<file path="src/rtl/txr_pkg.sv">
package txr_pkg;

    typedef enum logic [3:0] {
        ST_IDLE,
        ST_RD_STAT,
        ST_RD_ADDR,
        ST_RD_LEN,
        ST_XFER,
        ST_PEEK,
        ST_WAIT_MAC,
        ST_WR_SEC,
        ST_WR_STAT,
        ST_HALT
    } txr_state_e;

    // word offsets inside a descriptor (fixed by the memory layout)
    localparam logic [1:0] W_ADDR_LO = 2'd0;
    localparam logic [1:0] W_STAT    = 2'd1;
    localparam logic [1:0] W_LEN     = 2'd2;
    localparam logic [1:0] W_SEC     = 2'd3;

    // status byte bit positions
    localparam int B_ERR  = 6;
    localparam int B_MORE = 4;
    localparam int B_ONE  = 3;
    localparam int B_DEF  = 2;
    localparam int B_STP  = 1;
    localparam int B_ENP  = 0;

    // secondary flag positions (flag field sits in word 3 bits 15:10)
    localparam int S_BUFF = 5;
    localparam int SEC_SHIFT = 10;

    // flags the MAC may report (retry fail, carrier, late coll, underflow)
    localparam logic [5:0] MAC_ERR_MASK = 6'b010111;
    // flags that switch the transmitter off
    localparam logic [5:0] HALT_MASK    = 6'b110001;

    typedef struct packed {
        logic       deferred;
        logic       one;
        logic       more;
        logic [5:0] sec;
    } txr_result_t;

endpackage

</file>
<file path="src/rtl/txr_ring_index.sv">
module txr_ring_index #(
    parameter int ADDR_W = 24,
    parameter int IDX_W  = 7
) (
    input  logic              clk,
    input  logic              rst_n,
    input  logic              advance,
    input  logic              use_next,
    input  logic [1:0]        word_sel,
    input  logic [ADDR_W-1:0] ring_base,
    input  logic [2:0]        ring_log2,
    output logic [ADDR_W-1:0] desc_addr
);

    logic [IDX_W:0]   size_oh;
    logic [IDX_W-1:0] mask;
    logic [IDX_W-1:0] idx;
    logic [IDX_W-1:0] idx_nxt;
    logic [IDX_W-1:0] sel_idx;
    logic [ADDR_W-1:0] base_al;

    always_comb begin
        size_oh = (IDX_W+1)'(1) << ring_log2;
        mask    = size_oh[IDX_W-1:0] - IDX_W'(1);
        idx_nxt = (idx + IDX_W'(1)) & mask;
        sel_idx = use_next ? idx_nxt : idx;
        base_al = ring_base & ~ADDR_W'(3);
        desc_addr = base_al + (ADDR_W'(sel_idx) << 3) + (ADDR_W'(word_sel) << 1);
    end

    always_ff @(posedge clk) begin
        if (!rst_n)       idx <= '0;
        else if (advance) idx <= idx_nxt;
    end

    // every access lands on a halfword inside the ring window
    a_r2_in_ring: assert property (@(posedge clk) disable iff (!rst_n)
        (desc_addr[0] == 1'b0) && ((desc_addr - base_al) < (ADDR_W'(size_oh) << 3)));

endmodule

</file>
<file path="src/rtl/txr_status_pack.sv">
module txr_status_pack import txr_pkg::*; (
    input  logic        mark_stp,
    input  logic        mark_enp,
    input  logic        final_wb,
    input  logic        buff_err,
    input  txr_result_t res,
    output logic [7:0]  stat_out,
    output logic [5:0]  sec_out,
    output logic        stop_tx
);

    always_comb begin
        sec_out = buff_err ? 6'(1 << S_BUFF) : (res.sec & MAC_ERR_MASK);
        stat_out = '0;
        stat_out[B_STP] = mark_stp;
        stat_out[B_ENP] = mark_enp;
        if (final_wb) begin
            stat_out[B_ERR] = |sec_out;
            if (!buff_err) begin
                stat_out[B_DEF]  = res.deferred;
                stat_out[B_ONE]  = res.one;
                stat_out[B_MORE] = res.more;
            end
        end
        stop_tx = final_wb && |(sec_out & HALT_MASK);
    end

endmodule

</file>
<file path="src/rtl/txr_engine.sv">
module txr_engine import txr_pkg::*; #(
    parameter int ADDR_W = 24,
    parameter int IDX_W  = 7,
    parameter int LEN_W  = 12
) (
    input  logic              clk,
    input  logic              rst_n,
    input  logic              tx_demand,
    input  logic [ADDR_W-1:0] ring_base,
    input  logic [2:0]        ring_log2,
    output logic              mem_req,
    output logic              mem_we,
    output logic [ADDR_W-1:0] mem_addr,
    output logic [15:0]       mem_wdata,
    input  logic [15:0]       mem_rdata,
    input  logic              mem_ack,
    output logic              buf_valid,
    input  logic              buf_ready,
    output logic [ADDR_W-1:0] buf_addr,
    output logic [LEN_W-1:0]  buf_len,
    output logic              buf_first,
    output logic              buf_last,
    input  logic              mac_done,
    input  logic              mac_deferred,
    input  logic              mac_one_retry,
    input  logic              mac_multi_retry,
    input  logic [5:0]        mac_err,
    output logic              tint,
    output logic              tx_on
);

    localparam int HW = 16;
    localparam int OWN_BIT = HW - 1;

    txr_state_e  state, state_nxt;
    logic [7:0]  cur_hi, nxt_hi;
    logic        cur_stp, cur_enp, nxt_stp, nxt_enp;
    logic [HW-1:0] addr_lo;
    logic [LEN_W-1:0] byte_cnt;
    logic        buff_err;
    txr_result_t res;
    logic        tint_q;

    logic        advance, use_next, final_wb, stop_tx;
    logic [1:0]  word_sel;
    logic [7:0]  stat_out;
    logic [5:0]  sec_out;

    assign final_wb = cur_enp || buff_err;

    txr_ring_index #(.ADDR_W(ADDR_W), .IDX_W(IDX_W)) u_index (
        .clk       (clk),
        .rst_n     (rst_n),
        .advance   (advance),
        .use_next  (use_next),
        .word_sel  (word_sel),
        .ring_base (ring_base),
        .ring_log2 (ring_log2),
        .desc_addr (mem_addr)
    );

    txr_status_pack u_pack (
        .mark_stp (cur_stp),
        .mark_enp (cur_enp),
        .final_wb (final_wb),
        .buff_err (buff_err),
        .res      (res),
        .stat_out (stat_out),
        .sec_out  (sec_out),
        .stop_tx  (stop_tx)
    );

    // state register
    always_ff @(posedge clk) begin
        if (!rst_n) state <= ST_IDLE;
        else        state <= state_nxt;
    end

    // transitions
    always_comb begin
        state_nxt = state;
        unique case (state)
            ST_IDLE:     if (tx_demand) state_nxt = ST_RD_STAT;
            ST_RD_STAT:  if (mem_ack) state_nxt = mem_rdata[OWN_BIT] ? ST_RD_ADDR : ST_IDLE;
            ST_RD_ADDR:  if (mem_ack) state_nxt = ST_RD_LEN;
            ST_RD_LEN:   if (mem_ack) state_nxt = ST_XFER;
            ST_XFER:     if (buf_ready) state_nxt = cur_enp ? ST_WAIT_MAC : ST_PEEK;
            ST_PEEK:     if (mem_ack) state_nxt = mem_rdata[OWN_BIT] ? ST_WR_STAT : ST_WR_SEC;
            ST_WAIT_MAC: if (mac_done) state_nxt = ST_WR_SEC;
            ST_WR_SEC:   if (mem_ack) state_nxt = ST_WR_STAT;
            ST_WR_STAT:  if (mem_ack) state_nxt = stop_tx ? ST_HALT :
                                                  (final_wb ? ST_RD_STAT : ST_RD_ADDR);
            ST_HALT:     state_nxt = ST_HALT;
            default:     state_nxt = ST_IDLE;
        endcase
    end

    // outputs
    always_comb begin
        mem_req   = 1'b0;
        mem_we    = 1'b0;
        mem_wdata = '0;
        word_sel  = W_STAT;
        use_next  = 1'b0;
        buf_valid = 1'b0;
        advance   = 1'b0;
        tx_on     = 1'b1;
        unique case (state)
            ST_IDLE, ST_XFER, ST_WAIT_MAC: begin
                buf_valid = (state == ST_XFER);
            end
            ST_RD_STAT: mem_req = 1'b1;
            ST_RD_ADDR: begin
                mem_req  = 1'b1;
                word_sel = W_ADDR_LO;
            end
            ST_RD_LEN: begin
                mem_req  = 1'b1;
                word_sel = W_LEN;
            end
            ST_PEEK: begin
                mem_req  = 1'b1;
                use_next = 1'b1;
            end
            ST_WR_SEC: begin
                mem_req   = 1'b1;
                mem_we    = 1'b1;
                word_sel  = W_SEC;
                mem_wdata = {sec_out, {SEC_SHIFT{1'b0}}};
            end
            ST_WR_STAT: begin
                mem_req   = 1'b1;
                mem_we    = 1'b1;
                mem_wdata = {stat_out, cur_hi};
                advance   = mem_ack;
            end
            ST_HALT: tx_on = 1'b0;
            default: ;
        endcase
    end

    assign buf_addr  = ADDR_W'({cur_hi, addr_lo});
    assign buf_len   = byte_cnt;
    assign buf_first = cur_stp;
    assign buf_last  = cur_enp;
    assign tint      = tint_q;

    // datapath registers
    always_ff @(posedge clk) begin
        if (!rst_n) begin
            cur_hi   <= '0;
            cur_stp  <= 1'b0;
            cur_enp  <= 1'b0;
            nxt_hi   <= '0;
            nxt_stp  <= 1'b0;
            nxt_enp  <= 1'b0;
            addr_lo  <= '0;
            byte_cnt <= '0;
            buff_err <= 1'b0;
            res      <= '0;
            tint_q   <= 1'b0;
        end else begin
            tint_q <= (state == ST_WR_STAT) && mem_ack && final_wb;
            unique case (state)
                ST_RD_STAT: if (mem_ack && mem_rdata[OWN_BIT]) begin
                    cur_hi   <= mem_rdata[7:0];
                    cur_stp  <= mem_rdata[8+B_STP];
                    cur_enp  <= mem_rdata[8+B_ENP];
                    buff_err <= 1'b0;
                    res      <= '0;
                end
                ST_RD_ADDR: if (mem_ack) addr_lo <= mem_rdata;
                ST_RD_LEN:  if (mem_ack) byte_cnt <= LEN_W'(~mem_rdata + 16'd1);
                ST_PEEK: if (mem_ack) begin
                    nxt_hi  <= mem_rdata[7:0];
                    nxt_stp <= mem_rdata[8+B_STP];
                    nxt_enp <= mem_rdata[8+B_ENP];
                    if (!mem_rdata[OWN_BIT]) buff_err <= 1'b1;
                end
                ST_WAIT_MAC: if (mac_done) begin
                    res.deferred <= mac_deferred;
                    res.one      <= mac_one_retry;
                    res.more     <= mac_multi_retry;
                    res.sec      <= mac_err;
                end
                ST_WR_STAT: if (mem_ack && !final_wb) begin
                    cur_hi  <= nxt_hi;
                    cur_stp <= nxt_stp;
                    cur_enp <= nxt_enp;
                end
                default: ;
            endcase
        end
    end

    // request held until acknowledged
    a_r11_req_hold: assert property (@(posedge clk) disable iff (!rst_n)
        (mem_req && !mem_ack) |=> (mem_req && $stable(mem_addr) && $stable(mem_we)));

    // offered buffer stays put while the MAC stalls
    a_r4_buf_hold: assert property (@(posedge clk) disable iff (!rst_n)
        (buf_valid && !buf_ready) |=> (buf_valid && $stable(buf_addr) && $stable(buf_len)
                                       && $stable(buf_first) && $stable(buf_last)));

    // every status write returns ownership to the host
    a_r6_own_released: assert property (@(posedge clk) disable iff (!rst_n)
        (mem_we && mem_ack && (mem_addr[2:1] == W_STAT)) |-> !mem_wdata[OWN_BIT]);

    // completion pulse lasts one cycle and follows a finished write
    a_r7_tint_pulse: assert property (@(posedge clk) disable iff (!rst_n)
        tint |=> !tint);
    a_r7_tint_after_write: assert property (@(posedge clk) disable iff (!rst_n)
        $rose(tint) |-> $past(mem_we && mem_ack));

    // a stopped transmitter stays stopped and quiet
    a_r10_halt_quiet: assert property (@(posedge clk) disable iff (!rst_n)
        !tx_on |-> (!mem_req && !buf_valid));
    a_r10_halt_sticky: assert property (@(posedge clk) disable iff (!rst_n)
        !tx_on |=> !tx_on);

endmodule

</file>
<file path="config.mk">
export PLATFORM = sky130hd
export DESIGN_NAME = txr_engine
export DESIGN_NICKNAME = d
export VERILOG_FILES = /design/src/rtl/txr_pkg.sv /design/src/rtl/txr_ring_index.sv /design/src/rtl/txr_status_pack.sv /design/src/rtl/txr_engine.sv
export SDC_FILE = /design/constraint.sdc
export NUM_CORES = 1
export LEC_CHECK = 0
export BUFFER_PORTS_ARGS = -buffer_cell sky130_fd_sc_hd__clkbuf_2
export CORE_ASPECT_RATIO = 1.2
export CORE_MARGIN = 2
export CORE_UTILIZATION = 42
export DETAILED_ROUTE_END_ITERATION = 8
export GPL_TIMING_DRIVEN = 0
export PLACE_DENSITY = 0.69
export SYNTH_ARGS = -nofsm -noshare
export SYNTH_HDL_FRONTEND = slang
export SYNTH_SLANG_ARGS = --single-unit
</file>
<file path="constraint.sdc">
create_clock -name clk -period 3.8 [get_ports clk]
set_input_delay 0.19 -clock clk [delete_from_list [all_inputs] [get_ports clk]]
set_output_delay 0.19 -clock clk [all_outputs]
set_load 0.03 [all_outputs]
</file>
==> results of run 1 <==
## cell usage after synthesis (5+ instances only)
cell type  instances  area, um^2
xnor2_1           23         201
nand4b_1           5        43.8
o211ai_1           8        60.1
nand2_1           97         364
buf_2             11        55.1
mux2i_1            9        90.1
inv_1              9        33.8
clkbuf_1          20        75.1
and3_1             6        37.5
and2_1            15        93.8
o21ai_0           22         110
a21o_1             5        37.5
or3_1              5        31.3
nand2b_1           6        37.5
dfxtp_1           68        1360
nor2_1            28         105
ha_1              11         138
nand4_1           10        62.6
nand3_1           26         130
a21oi_1           57         285
a311oi_2          10         150
nor3_1            15        75.1
## path summary, 6_finish.rpt
path,start,endpoint,slack [ns],depth (start not counted)
worst max-delay path,state[1],mem_addr[18],0.22,12
worst min-delay path,mem_rdata[13],addr_lo[13],0.07,3
worst max register to register,state[1],buf_len[11],1.80,7
worst min register to register,buf_len[2],buf_len[2],0.45,2
## sequential cells by signal (all words and copies together), names as in the netlist
| name | cells |
|---|---|
| addr_lo | 16 |
| buf_first | 1 |
| buf_last | 1 |
| buf_len | 12 |
| buff_err | 1 |
| cur_hi | 8 |
| nxt_enp | 1 |
| nxt_hi | 8 |
| nxt_stp | 1 |
| res | 7 |
| state | 4 |
| tint | 1 |
| u_index.idx | 7 |
## power groups by stage
stage / sequential [W] / clock (W) / combinational, W
6_report: 0.000779 / 0.000889 / 0.000538
5_1_grt: 0.000783 / 0.000937 / 0.000586
4_1_cts: 0.000779 / 0.000902 / 0.000536
3_5_place_dp: 0.000793 / 0 / 0.000534
3_3_place_gp: 0.000791 / 0 / 0.000526
2_1_floorplan: 0.000844 / 0 / 0.000323
## layer usage
layer  global-route usage  vias to the layer above
met1                0.257                     2051
li1                     -                     2203
met2                0.400                      172
met3               0.0573                       22
met5                    0                        -
met4               0.0841                        0
## through the flow
step / cell area, um^2 / hold slack [ns] / util / worst slack, ns
3_5_place_dp: 4960 / 0.420 / 0.519 / 0.0300
3_3_place_gp: 4960 / 0.413 / 0.519 / 0.170
4_1_cts: 5280 / 0.0643 / 0.552 / 0.0209
5_1_grt: 5310 / 0.0714 / 0.555 / -0.0440
6_report: 5310 / 0.0728 / 0.555 / 0.218
2_1_floorplan: 4160 / 0.326 / - / 0.408
## worst reg2reg max path, delay by kind of cell, from the launching register on
family	cells	cell delay [ns]
flops	1	0.31
compound gates	1	0.11
simple gates	3	0.78
buf+inv	3	0.67
## cell families after synthesis
group,Yosys count,share of synthesized area
compound gates,136,0.223
xor+xnor,26,0.0548
fa+ha+maj,12,0.0379
buf+inv,48,0.0530
flops,68,0.328
mux,9,0.0217
other cells,1,0.000902
simple gates,236,0.281
## area by class of cell
class	count	area share
clock inverters	7	0.0172
inverters	11	0.00778
clock buffers	9	0.0424
repair buffers	132	0.125
multi-input cells	421	0.488
plain buffers	37	0.0337
well taps	123	0.0290
flip-flops and latches	68	0.256
## timing repair
| action | CTS | global route |
|---|---|---|
| hold endpoints to repair | 0 | 0 |
| setup endpoints to repair | 0 | 14 |
| setup buffers | 0 | 2 |
| gates resized for setup | 0 | 3 |
==> summary.md, run 1 <==
| Metric | Value |
|---|---|
| Status | `finished, final reports clean` |
| Routed via count | `4448` |
| Final HPWL DP | `9340 um` |
| Highest metal used | `met4` |
| Largest net degree at the start of global routing | `13` |
| Worst hold path type | `primary input to register` |
| Final RePlAce weighted congestion | `~0.85` |
| Final #Nets | `between 700 and 800` |
| MaxCap Viol Count | `0` |
| Setup violators final | `0` |
| Startpoint types | `register` |
| Comb pwr share | `0.244` |
| P&R area growth vs syn | `27.8%` |
| Seq cells post-synth | `68` |
| Sequential cell area | `between 1000 and 1500 um^2` |
| Initial antenna violation count | `0` |
| Core area | `9560 um^2` |
| Buffers on Ports | `130` |
| CP Cell Sequence | `clkbuf_1, nand4bb_1, buf_2, clkbuf_1, o21ai_0, ha_1, a211oi_1, o211ai_1, buf_4, nand4_1, xnor2_1, clkbuf_2` |
| Worst-Skew Late Latency | `roughly 0.34 ns` |
| Vias in the first global route | `4155` |
| CP peak stage delay | `around 0.37 ns` |
| Fill cells | `about 930` |
| Final Non-Filler Cells | `808` |
| Crit path DAT | `roughly 3.4 ns` |
| Cell count after synthesis | `approximately 540` |
| Clk root buf | `clkbuf_16` |
| Internal | `0.00150 W` |
| Leak Pwr | `~2.2 nW` |
| Post-synth ARST share | `0` |
| Delay-heaviest family, CP | `buffers and inverters` |
| N_diodes | `0` |
| Residual DRC | `0` |
| Final antenna-violating net count | `0` |
| Clock Skews | `between 0.003 and 0.004 ns` |
| Starting Density | `0.435` |
| Crit path max fanout | `10` |
| CTS clk-pin slew, worst paths | `0.06 ns` |
| CTS Buffer Depth | `2` |
| Placed insts | `just under 800` |
| Post-Syn Area | `about 4200 um^2` |
| Slew Limit Fails | `0` |
| Post-synth cell types | `around 60` |
| Detailed Routing Iterations Pass 1 | `4` |
| Most frequent cells in the layout | `130 x clkbuf_2, 97 x nand2_1, 68 x dfxtp_1` |
| Share of layout cells above drive strength 1 | `0.272` |
| DIE AREA | `between 10000 and 15000 um^2` |
| H-tree depth | `3` |
| First-pass GRT wire length | `19400 um` |
| # IOs | `141` |
| P per Cell Area | `between 400 and 500 nW/um^2` |
| EDFF count, synth | `0` |
| Worst Tran Pin Value | `about 0.82 ns` |
| Avg Cell Area, Syn | `just under 8 um^2` |
| Main flop type after synthesis | `dfxtp_1` |
| Fin Setup TNS | `0 ns` |
| Setup CP Type | `register to output port` |
| Commonest non-fill, non-tap cell in the layout | `clkbuf_2` |
| WP buf/inv | `5` |
| Total GRT Usage | `0.226` |
| Rows | `39` |
| Clock power share | `0.403` |
| Vias/cell | `approximately 5.5` |
| Peak VDD IR | `0.381 mV` |
| GRT overflow | `0` |
| Fin crit share | `0.943` |
| Final hold vios | `0` |
| Vert. Die Dim | `between 100 and 150 um` |
| Ys Warns | `0` |
| Routed length on met2 | `6070 um` |
| CTS Buf Count | `9` |
| Crit path time final | `roughly 3.6 ns` |
| P_sw | `around 0.00070 W` |
| Metal-1 WL | `4870 um` |
| Critical path's slowest cell | `ha_1` |
| 1st-iter DRT viols | `199` |
| Final wirelength | `about 12000 um` |
| Worst Path Required | `between 3 and 4 ns` |
| Max Freq | `approximately 0.28 GHz` |
| Clock tree sinks | `68` |
| Die width | `~95 um` |
| Slew headroom | `0.448` |
| Routed met3 length | `approximately 860 um` |
| DR WL/cell | `14.9 um` |
| Most common cell on crit path | `clkbuf_1` |
| CTS tree | `yes` |
| Total chip power | `between 0.002 and 0.0025 W` |
| Seq/Total Area, Yosys | `0.328` |
| Sequential power share | `0.353` |
| Post-CTS Hold Buffers | `0` |
| Multi-input logic area | `around 2600 um^2` |
| Setup crit end kind | `output port` |
| Switching share of power | `0.319` |
Note: power is estimated with default switching activity, not from simulation.
==> run 2: changes to the inputs <==
Settings changed: ABC_AREA from default to 1, CORE_UTILIZATION 42 to 50, PLACE_DENSITY 0.69 to 0.79.
==> run 2 against run 1 <==
- power fell by 6.2%
- global-route usage rose by 3.8 points
- worst hold slack improved by 0.0051 ns
- register-to-register slack improved by 0.35 ns
- non-clock buffer count fell by 10
- utilization rose by 8.2 points
- sequential power barely moved
- final area rose by 2.7%
- synthesized area rose by 5.6%
- clock skew rose by 0.0010 ns
==> summary.md, run 2 <==
| Metric | Value |
|---|---|
| Buffers on Ports | `133 (+2.3%)` |
| Hold WS | `0.0779 ns (+0.00508 ns)` |
| Biggest register | `addr_lo` |
| Initial antenna violation count | `0 (unchanged)` |
| Post-CTS Hold Buffers | `0 (unchanged)` |
| CTS clk-pin slew, worst paths | `0.08 ns (+0.02 ns)` |
| MaxCap Viol Count | `0 (unchanged)` |
| Die width | `89.5 um (-5.6%)` |
| Seq cells post-synth | `68 (unchanged)` |
| RSZ-0062 raised after global routing | `no` |
| Fin crit share | `0.889 (-0.0538)` |
| Total chip power | `0.00207 W (-6.2%)` |
| Crit path max fanout | `10 (unchanged)` |
| Status | `finished, final reports clean` |
| Top-count cell post-synth | `nand2_1` |
| Worst-Skew Late Latency | `0.34 ns (about the same)` |
| # resized after CTS | `0 (unchanged)` |
| P per Cell Area | `380 nW/um^2 (-8.7%)` |
| Core area | `8560 um^2 (-10%)` |
| Ys Warns | `0 (unchanged)` |
| First-pass GRT wire length | `20100 um (+3.7%)` |
| Leak Pwr | `2.92 nW (+31%)` |
| # IOs | `141 (unchanged)` |
| Total GRT Usage | `0.264 (+0.0385)` |
| Startpoint types | `register` |
| CTS tree | `yes` |
| Seq/Total Area, Yosys | `0.310 (-0.0174)` |
| Crit path DAT | `3.19 ns (-0.20 ns)` |
| Post-synth top cells | `206 x nand2_1, 89 x inv_1, 68 x dfxtp_1, 68 x nor2_1, 53 x nand3_1` |
| Most frequent cells in the layout | `206 x nand2_1, 133 x clkbuf_2, 89 x inv_1` |
| Setup bufs post-CTS | `0 (unchanged)` |
| EDFF count, synth | `0 (unchanged)` |
| Setup CP Type | `register to output port` |
| Largest net degree at the start of global routing | `13 (unchanged)` |
| WP buf/inv | `3 (-2)` |
| Clk root buf | `clkbuf_8` |
| Vias/cell | `5.21 (-5.4%)` |
| Final antenna-violating net count | `0 (unchanged)` |
| Slew Limit Fails | `0 (unchanged)` |
| Critical path's slowest cell | `dfxtp_1` |
| Crit path time final | `3.38 ns (-0.204 ns)` |
| Post-Syn Area | `4390 um^2 (+5.6%)` |
| CTS Buffer Depth | `2 (unchanged)` |
| Clock Skews | `0.00409 ns (+0.00101 ns)` |
| Share of layout cells above drive strength 1 | `0.214 (-0.0579)` |
| Max Freq | `0.296 GHz (+6.1%)` |
| Leading area contributor after synthesis | `dfxtp_1` |
| Setup violators final | `0 (unchanged)` |
| Most common cell on crit path | `nand2_1` |
| Peak VDD IR | `0.317 mV (-17%)` |
| Residual DRC | `0 (unchanged)` |
| Avg Cell Area, Syn | `6.13 um^2 (-21%)` |
| Rows | `37 (-5.1%)` |
| H-tree depth | `3 (unchanged)` |
| Main flop type after synthesis | `dfxtp_1` |
| Setup crit end kind | `output port` |
| CP peak stage delay | `0.52 ns (+0.15 ns)` |
| DIE AREA | `9550 um^2 (-11%)` |
| Final HPWL DP | `10000 um (+7.0%)` |
| Largest register FFs | `16 (unchanged)` |
| Final wirelength | `12600 um (+4.1%)` |
| Final #Nets | `931 (+24%)` |
| Vert. Die Dim | `107 um (-5.6%)` |
| Cell count after synthesis | `716 (+34%)` |
| CP Cell Sequence | `nand2_2, nor2_4, inv_2, clkbuf_1, nand2_1, o21ai_1, fa_1, nand3_1, nand3_1, nand2_1, nand2_1, nand2_1, nand2_1, xor2_1, clkbuf_2` |
| Vias in the first global route | `4714 (+13%)` |
| Post-synth ARST share | `0 (unchanged)` |
| Post-synth top area share | `0.310 (-0.0174)` |
| N_diodes | `0 (unchanged)` |
| Worst hold path type | `primary input to register` |
| Routed via count | `5119 (+15%)` |
| Starting Density | `0.512 (+0.0779)` |
| Post-synth cell types | `34 (-44%)` |
| Detailed Routing Iterations Pass 1 | `6 (+2)` |
| CTS Buf Count | `9 (unchanged)` |
| Top cells by area, synth | `dfxtp_1 31%, nand2_1 18%, inv_1 7.6%, nand3_1 6.0%, nor2_1 5.8%` |
| DR WL/cell | `12.8 um (-14%)` |
| 1st-iter DRT viols | `418 (+110%)` |
| Final hold vios | `0 (unchanged)` |
| Fin Setup TNS | `0 ns (unchanged)` |
| Clock tree sinks | `68 (unchanged)` |
| GRT overflow | `0 (unchanged)` |
| Worst Path Required | `3.61 ns (about the same)` |
| P&R area growth vs syn | `24.3%` |
| Final RePlAce weighted congestion | `0.959 (+12%)` |
| Delay-heaviest family, CP | `simple AND/OR/NAND/NOR gates` |
| Commonest non-fill, non-tap cell in the layout | `nand2_1` |
-- run 2: cell types whose count changed after synthesis, sizes merged, moves of 9 or more --
cell and change:
a311oi -11, and2 -14, clkbuf -9, inv +90, mux2i -9, nand2 +111
nand3 +27, nor2 +46, o21ai +40, xnor2 -23, xor2 +12
-- run 2: worst paths after layout --
check / end / slack (ns) / startpoint / cells after the start
worst min-delay path: res[7] / 0.08 / mac_one_retry / 3
worst max-delay path: mem_addr[12] / 0.42 / state[2] / 15
worst min register to register: nxt_hi[0] / 0.46 / nxt_hi[0] / 2
worst max register to register: addr_lo[5] / 2.15 / state[0] / 9
-- run 2: cells by family (layout without fill, tap and decap cells) --
logic type,count (synthesis),count (layout),share of synthesized area
AND/OR/NAND/NOR,366,366,0.352
AO/OA/AOI/OAI,129,129,0.159
buffers and inverters,125,274,0.112
flip-flops,68,68,0.310
XOR/XNOR,15,15,0.0299
adder cells (fa/ha/maj),12,12,0.0359
other,1,2,0.000854
-- run 2: worst register-to-register path, delay by kind of cell, from the launching register on --
kind / cells / cell delay [ns]
compound gates: 1 / 0.10
buf+inv: 5 / 0.77
simple gates: 3 / 0.38
flops: 1 / 0.30
-- run 2: where the power goes --
part	switching [W]	total [W]	internal, W
Combinational	0.000387	0.000546	0.000159
Clock	0.000288	0.000742	0.000454
Sequential	0.0000237	0.000782	0.000758
-- run 2: final cells by class --
class / count / area, um^2
multi-input combinational: 524 / 2540
tap: 117 / 146
buffer: 26 / 121
inverter: 99 / 372
clock inverter: 6 / 111
timing repair buffer: 133 / 666
sequential: 68 / 1360
clock buffer: 10 / 138
fill: 794 / 3110
-- run 2: through the flow --
step	util	cell area (um^2)	worst slack (ns)	instances
after detailed placement	0.608	5200	0.739	967
after CTS	0.637	5450	0.443	983
after global placement	0.608	5200	0.889	967
after floorplan	-	4390	1.04	717
final	0.637	5450	0.422	983
after global routing	0.637	5450	0.142	983
-- run 2: metal layers --
layer | up-vias | share of wire | GRT usage
li1 | 2577 | - | -
met1 | 2293 | 0.40 | 0.301
met2 | 225 | 0.52 | 0.479
met3 | 24 | 0.065 | 0.0408
met4 | 0 | 0.019 | 0.104
met5 | - | 0 | 0
